`config.mk`:
```
export PLATFORM = sky130hd
export DESIGN_NAME = const_div53
export DESIGN_NICKNAME = d
export VERILOG_FILES = /design/src/rtl/div53_pkg.sv /design/src/rtl/div53_ctrl.sv /design/src/rtl/div53_datapath.sv /design/src/rtl/const_div53.sv
export SDC_FILE = /design/constraint.sdc
export NUM_CORES = 1
export LEC_CHECK = 0
export ABC_AREA = 1
export CAP_MARGIN = 20
export CELL_PAD_IN_SITES_DETAIL_PLACEMENT = 0
export CELL_PAD_IN_SITES_GLOBAL_PLACEMENT = 1
export CORE_UTILIZATION = 35
export CTS_BUF_LIST = sky130_fd_sc_hd__clkbuf_8
export CTS_CLUSTER_SIZE = 14
export DETAILED_ROUTE_END_ITERATION = 16
export PLACE_DENSITY_LB_ADDON = 0.2
export SLEW_MARGIN = 40
export SYNTH_ARGS = -nofsm -noshare
export SYNTH_HDL_FRONTEND = slang
export SYNTH_HIERARCHICAL = 1
export SYNTH_SLANG_ARGS = --single-unit
export TNS_END_PERCENT = 100
```
`constraint.sdc`:
```
create_clock -name clk -period 3.4 [get_ports clk]
set_input_delay 0.68 -clock clk [delete_from_list [all_inputs] [get_ports clk]]
set_output_delay 0.68 -clock clk [all_outputs]
set_load 0.01 [all_outputs]
```
`src/rtl/div53_pkg.sv`:
```
package div53_pkg;

  typedef enum logic {
    ST_IDLE = 1'b0,
    ST_RUN  = 1'b1
  } div_state_e;

  // Quotient of num by den, computed by subtraction at elaboration time.
  function automatic int quo_by_sub(input int num, input int den);
    int rest;
    int q;
    rest = num;
    q    = 0;
    while (rest >= den) begin
      rest = rest - den;
      q    = q + 1;
    end
    return q;
  endfunction

  // Bits needed to hold values 0..v.
  function automatic int bits_for(input int v);
    int b;
    b = 1;
    while ((1 << b) <= v) b = b + 1;
    return b;
  endfunction

endpackage

```
`src/rtl/div53_ctrl.sv`:
```
module div53_ctrl (
  input  logic clk,
  input  logic rst_n,
  input  logic start,
  input  logic below,
  output logic accept,
  output logic step,
  output logic finish,
  output logic busy,
  output logic done
);
  import div53_pkg::*;

  div_state_e state_q, state_d;
  logic       done_q;

  assign accept = start && (state_q == ST_IDLE);
  assign finish = (state_q == ST_RUN) && below;
  assign step   = (state_q == ST_RUN) && !below;

  always_comb begin
    state_d = state_q;
    unique case (state_q)
      ST_IDLE: if (start) state_d = ST_RUN;
      ST_RUN:  if (below) state_d = ST_IDLE;
      default: state_d = ST_IDLE;
    endcase
  end

  always_ff @(posedge clk or negedge rst_n) begin
    if (!rst_n) begin
      state_q <= ST_IDLE;
      done_q  <= 1'b0;
    end else begin
      state_q <= state_d;
      done_q  <= finish;
    end
  end

  assign busy = (state_q == ST_RUN);
  assign done = done_q;

endmodule

```
`src/rtl/div53_datapath.sv`:
```
module div53_datapath #(
  parameter int DW      = 8,
  parameter int DIVISOR = 53,
  parameter int QW      = 3,
  parameter int RW      = 6
) (
  input  logic          clk,
  input  logic          rst_n,
  input  logic [DW-1:0] dividend,
  input  logic          accept,
  input  logic          step,
  input  logic          finish,
  output logic          below,
  output logic [QW-1:0] quo,
  output logic [RW-1:0] rem
);
  localparam logic [DW-1:0] DIV_V = DW'(DIVISOR);

  logic [DW-1:0] work_q;
  logic [QW-1:0] cnt_q;
  logic [QW-1:0] quo_q;
  logic [RW-1:0] rem_q;

  // One subtraction step on the working value.
  function automatic logic [DW-1:0] sub_once(input logic [DW-1:0] w);
    return w - DIV_V;
  endfunction

  // Comparison that ends the loop.
  function automatic logic is_below(input logic [DW-1:0] w);
    return w < DIV_V;
  endfunction

  assign below = is_below(work_q);

  always_ff @(posedge clk or negedge rst_n) begin
    if (!rst_n) begin
      work_q <= '0;
      cnt_q  <= '0;
    end else if (accept) begin
      work_q <= dividend;
      cnt_q  <= '0;
    end else if (step) begin
      work_q <= sub_once(work_q);
      cnt_q  <= cnt_q + QW'(1);
    end
  end

  always_ff @(posedge clk or negedge rst_n) begin
    if (!rst_n) begin
      quo_q <= '0;
      rem_q <= '0;
    end else if (finish) begin
      quo_q <= cnt_q;
      rem_q <= work_q[RW-1:0];
    end
  end

  assign quo = quo_q;
  assign rem = rem_q;

endmodule

```
`src/rtl/const_div53.sv`:
```
module const_div53 #(
  parameter int  DW      = 8,
  parameter int  DIVISOR = 53,
  localparam int QMAX    = div53_pkg::quo_by_sub((1 << DW) - 1, DIVISOR),
  localparam int QW      = div53_pkg::bits_for(QMAX),
  localparam int RW      = div53_pkg::bits_for(DIVISOR - 1)
) (
  input  logic          clk,
  input  logic          rst_n,
  input  logic          start,
  input  logic [DW-1:0] dividend,
  output logic          busy,
  output logic          done,
  output logic [QW-1:0] quotient,
  output logic [RW-1:0] remainder
);

  // Internal events, named for the checker.
  logic accept;
  logic step;
  logic finish;
  logic below;

  div53_ctrl u_ctrl (
    .clk    (clk),
    .rst_n  (rst_n),
    .start  (start),
    .below  (below),
    .accept (accept),
    .step   (step),
    .finish (finish),
    .busy   (busy),
    .done   (done)
  );

  div53_datapath #(
    .DW      (DW),
    .DIVISOR (DIVISOR),
    .QW      (QW),
    .RW      (RW)
  ) u_dp (
    .clk      (clk),
    .rst_n    (rst_n),
    .dividend (dividend),
    .accept   (accept),
    .step     (step),
    .finish   (finish),
    .below    (below),
    .quo      (quotient),
    .rem      (remainder)
  );

endmodule

```
Word level (Yosys, flattened, before mapping):

Cells that the tools add are included.

* register bits after elaboration: 22
* output and inout bits: 11
* input bits: 11
* word-level logic and storage cells: 22

* add/sub/neg operators: 2
* mux-type cells: 7
* order comparisons: 1
* bitwise operators: 1
* reduce and logical (&&, ||, !) cells: 5

Operator list (count)
* 8-bit 2-to-1 mux: 2
* 8-bit by 6-bit < comparator with 1-bit output (second input constant): 1
* 8-bit by 6-bit subtractor with 8-bit output (second input constant): 1
* 3-bit 2-to-1 mux: 2
* 3-bit by 1-bit adder with 3-bit output (second input constant): 1
* 1-bit logical AND: 3
* 1-bit 2-to-1 mux: 2
* 1-bit one-hot mux with 2 select lines: 1
* 2-bit nonzero test: 1
* 1-bit zero test: 1
* 1-bit inverter: 1

Depth between registers and ports, before layout:

* depth after elaboration: 5
* gate-level depth with buffers: 15
* depth with buffers taken out: 15

Hierarchy:

Netlist, hierarchy kept.

By module, submodules not included
* div53_datapath: cells each 104, instances 1, area an instance 949.7 um2
* div53_ctrl: cells each 11, instances 1, area an instance 86.3 um2

Least setup slack after synthesis:

OpenSTA, ideal clock, no wires.

* kind: reg2reg
* from: register u_dp.work_q[0]
* to: register u_dp.cnt_q[1]
* path slack: 1.679 ns
* clock period less this slack: 1.721 ns
* stages on the path, launching flop included: 15
* data arrival time: 1.600 ns
* buffers on the path: 0
* required time: 3.279 ns
* path through: dfrtp_1 inv_1 ha_1 inv_1 nand2_1 nand2_1 nand2_1 nand2_1 nor2_1 inv_1 nand2_1 inv_1 nand2_2 clkinv_2 a22o_1

* longest elaborated chain between the ends: 4

RTL lines
* start, declared: RTL line div53_datapath.sv:19 `logic [DW-1:0] work_q;`
* start signal, assigned: RTL line div53_datapath.sv:41 `work_q <= dividend;`
* start signal, assigned: RTL line div53_datapath.sv:44 `work_q <= sub_once(work_q);`
* 8-bit by 6-bit < comparator with 1-bit output: RTL line div53_datapath.sv:31 `return w < DIV_V;`
* via below: RTL line const_div53.sv:22 `logic below;`
* 1-bit zero test: RTL line div53_ctrl.sv:19 `assign step = (state_q == ST_RUN) && !below;`
* 1-bit logical AND: RTL line div53_ctrl.sv:19
* via step: RTL line const_div53.sv:20 `logic step;`
* 2-bit nonzero test (no source line)
* end signal, assigned: RTL line div53_datapath.sv:45 `cnt_q <= cnt_q + QW'(1);`
* end, declared: RTL line div53_datapath.sv:20 `logic [QW-1:0] cnt_q;`

The timed path passes the listed nets, and every way through them passes these cells.
A chain may end at the register's enable or synchronous reset.

Worst setup path after layout:

* from: register u_dp.work_q[0]
* to: register u_dp.quo_q[2], in the netlist u_dp/quo[2]

* longest elaborated chain between the ends: 2

RTL lines
* 8-bit by 6-bit < comparator with 1-bit output: RTL line div53_datapath.sv:31
* via below: RTL line const_div53.sv:22
* 1-bit logical AND: RTL line div53_ctrl.sv:18 `assign finish = (state_q == ST_RUN) && below;`
* via finish: RTL line const_div53.sv:21 `logic finish;`
* end signal, assigned: RTL line div53_datapath.sv:54 `quo_q <= cnt_q;`
* end, declared: RTL line div53_datapath.sv:21 `logic [QW-1:0] quo_q;`

The timed path passes the listed nets, and every way through them passes these cells.

==> flow_summary.toml <==
[yosys]
ys_seq_area_share_pct = 53.1
ys_types = 21
syn_inst = 115
async_flop_share_pct = 100
synth_edf_count = 0
ys_ff_latch = 22
yosysTopAreaCellShare_pct = 53.1
yosys.area.top_type = "dfrtp_1"
syn_avg_cell_area_um2 = 9.01
ys.flop_type = "dfrtp_1"
synth_nets = 128
syn_area_um2 = 1040
ys_top_cells_by_area = "dfrtp_1, nand2_1, inv_1, a22oi_1, mux2_2"
ys_warn_count = 6

[drt]
drt-pass1-iter-count = 4
via_per_inst = 4.64
initialDrtViolationCount = 26
routed_wl_um = 2020
drcViolationCount = 0
ant_nets = 0
drt-wirelength-per-cell_um = 12.0
vias = 784

[floorplanning]
die_area_um2 = 3180
die-height_um = 56.4
ios = 22
rows = 19
die-width_um = 56.4
start_util_pct = 37.2
core_area_um2 = 2780

[setup_path]
crit_required_ps = 3550
crit_slowest_cell = "dfrtp_1"
max_stage_delay_ps = 420
crit_type = "register to register"
cp_common_cell = "nand2_1"
worst_ep_arrival_time_ps = 2240
crit_chain = "inv_1 > ha_1 > inv_1 > nand2_1 > nand2_1 > nand2_1 > nand2_1 > nor2_1 > nand2_1 > inv_1 > mux2_2"
critPathLaunchType = "register"
crit_path_end_kind = "register"
r2r_setup_slack_ps = 1310
cp_max_fo = 15

[sta]
tns_ps = 0
rsz0062_at_grt = "false"
max_slew_margin_pct = 67.2
skew_ps = 5.35
maxSlewViolCount = 0
hold_violations = 0
worst_slack_ps = 1310
tightest_slew_ps = 492
min_period_ps = 2090
setup_violations = 0
fmax_mhz = 479
finalCritPeriodShare_pct = 61.3

[global_routing]
grt_pass1_vias = 769
overflow = 0
grt_pass1_wl_um = 3490
antenna_found_initial = 0
grtUsageTotal_pct = 14.2
grt_max_degree = 23

[place]
portBuffers = 21
hpwl_um = 1480
place_inst = 165
dp_slack_ps = 1270
place_congestion = 0.804
dpl_cell_area_um2 = 1270

[pwr]
ir_drop_mv = 0.532
p_clk_share_pct = 14.2
p_comb_share_pct = 50.2
intPower_mw = 0.797
switchingPower_mw = 0.549
power_leakage_nw = 0.662
seq_power_share_pct = 35.7
power_per_cell_area_nw_per_um2 = 1020
switching_share_pct = 40.8

[clocking]
ctsHoldBuffers = 0
clockBufferDepth = 2
post_cts_buffers = 0
clkTransAtPathRegs_ps = 80
clock-sinks = 22
worstSkewPairLatency_ps = 260
cts_buffers = 3
cts_tree = "yes"
htree_levels = 1
cts_root_buf = "clkbuf_8"
post_cts_resized = 0

[final_layout]
fin_nets = 152
fin_util_pct = 47.5
fin_cells = 169
drive_gt1_share_pct = 12.3
syn2layout_area_growth_pct = 27.7
finalInstanceArea_um2 = 1320
antenna_cells = 0

[flow_run]
cap_violations = 0

[hold_path]
worstHoldPathType = "primary input to async pin"

[status]
outcome = "complete, no violations"
[power by group through the flow]
stage               logic, mW  registers [mW]  clock network [mW]
finish                  0.675           0.480               0.191
global route            0.771           0.498               0.208
CTS                     0.687           0.481               0.194
detailed placement      0.683           0.485                   0
global placement        0.677           0.485                   0
floorplan               0.432           0.502                   0
[cell usage after synthesis (2+ instances only)]
cell	instances
a21oi_1	8
a22oi_1	6
dfrtp_1	22
ha_1	2
inv_1	14
mux2_2	4
nand2_1	28
nand2_2	3
nand3_1	5
nor2_1	10
o21ai_1	2
xor2_1	2
[metal layers]
| metal | global-route usage (%) | part of all wire (%) | up-vias |
|---|---|---|---|
| met3 | 2.07 | 2.5 | 2 |
| met4 | 5.23 | 0.64 | 0 |
| met5 | 0 | 0 | - |
| met1 | 21.0 | 53 | 349 |
| li1 | - | - | 417 |
| met2 | 21.1 | 44 | 16 |
[critical path, delay by kind of cell, from the launching register on]
family,cells,cell delay [ps]
buffers and inverters,3,520
muxes,1,390
DFF,1,420
adders and majority gates,1,150
and+or+nand+nor,6,500
[registers in the layout (all words and copies together), names as in the netlist]
name,count
u_ctrl/done,1
u_dp/work_q,8
u_dp/rem,6
u_dp/quo,3
u_ctrl/busy,1
u_dp/cnt_q,3
[final cells by class]
cell class | instances | area [um^2]
flip-flops and latches | 22 | 551
fillers | 277 | 1460
well taps | 31 | 38.8
inverters | 16 | 61.3
repair buffers | 21 | 205
multi-input cells | 75 | 412
clock buffers | 4 | 55.1
[cell usage in the layout (no fill, tap or decap)]
| master | instances |
|---|---|
| o21ai_2 | 1 |
| o21ai_1 | 2 |
| clkinv_2 | 1 |
| clkdlybuf4s50_1 | 20 |
| inv_2 | 1 |
| xor2_1 | 2 |
| nor2_1 | 10 |
| a21oi_1 | 8 |
| mux2_2 | 4 |
| a22oi_1 | 6 |
| o21ai_0 | 1 |
| a22o_1 | 1 |
| inv_1 | 14 |
| nand2_2 | 3 |
| clkbuf_8 | 4 |
| nand3_1 | 5 |
| buf_2 | 1 |
| ha_1 | 2 |
| a21oi_2 | 1 |
| nand2_1 | 28 |
| nor2_4 | 1 |
| dfrtp_1 | 22 |
[worst paths after layout]
path / start / end / depth (start not counted)
max in group asynchronous: rst_n / u_ctrl/busy / 1
hold reg to reg: u_dp/quo[2] / u_dp/quo[2] / 1
setup reg to reg: u_dp/work_q[0] / u_dp/quo[2] / 11
min in group clk: u_dp/quo[2] / u_dp/quo[2] / 1
setup / recovery: u_dp/work_q[0] / u_dp/quo[2] / 11
hold / removal: rst_n / u_dp/work_q[5] / 1
[metrics by stage]
stage / hold WS, ps / power [mW]
floorplan: 384 / 0.933
global placement: 490 / 1.16
detailed placement: 496 / 1.17
CTS: 394 / 1.36
global route: 417 / 1.48
finish: 368 / 1.35
[kinds of logic (layout without fill, tap and decap cells)]
kind of cell | Yosys count | count (layout) | synth area share (%)
and+or+nand+nor | 47 | 47 | 19.1
DFF | 22 | 22 | 53.1
AOI/OAI and AO/OA | 20 | 20 | 12.2
buffers and inverters | 18 | 41 | 7.12
muxes | 4 | 4 | 4.35
adders and majority gates | 2 | 2 | 2.42
xor gates and xnor gates | 2 | 2 | 1.69
(Power assumes the default switching activity.)
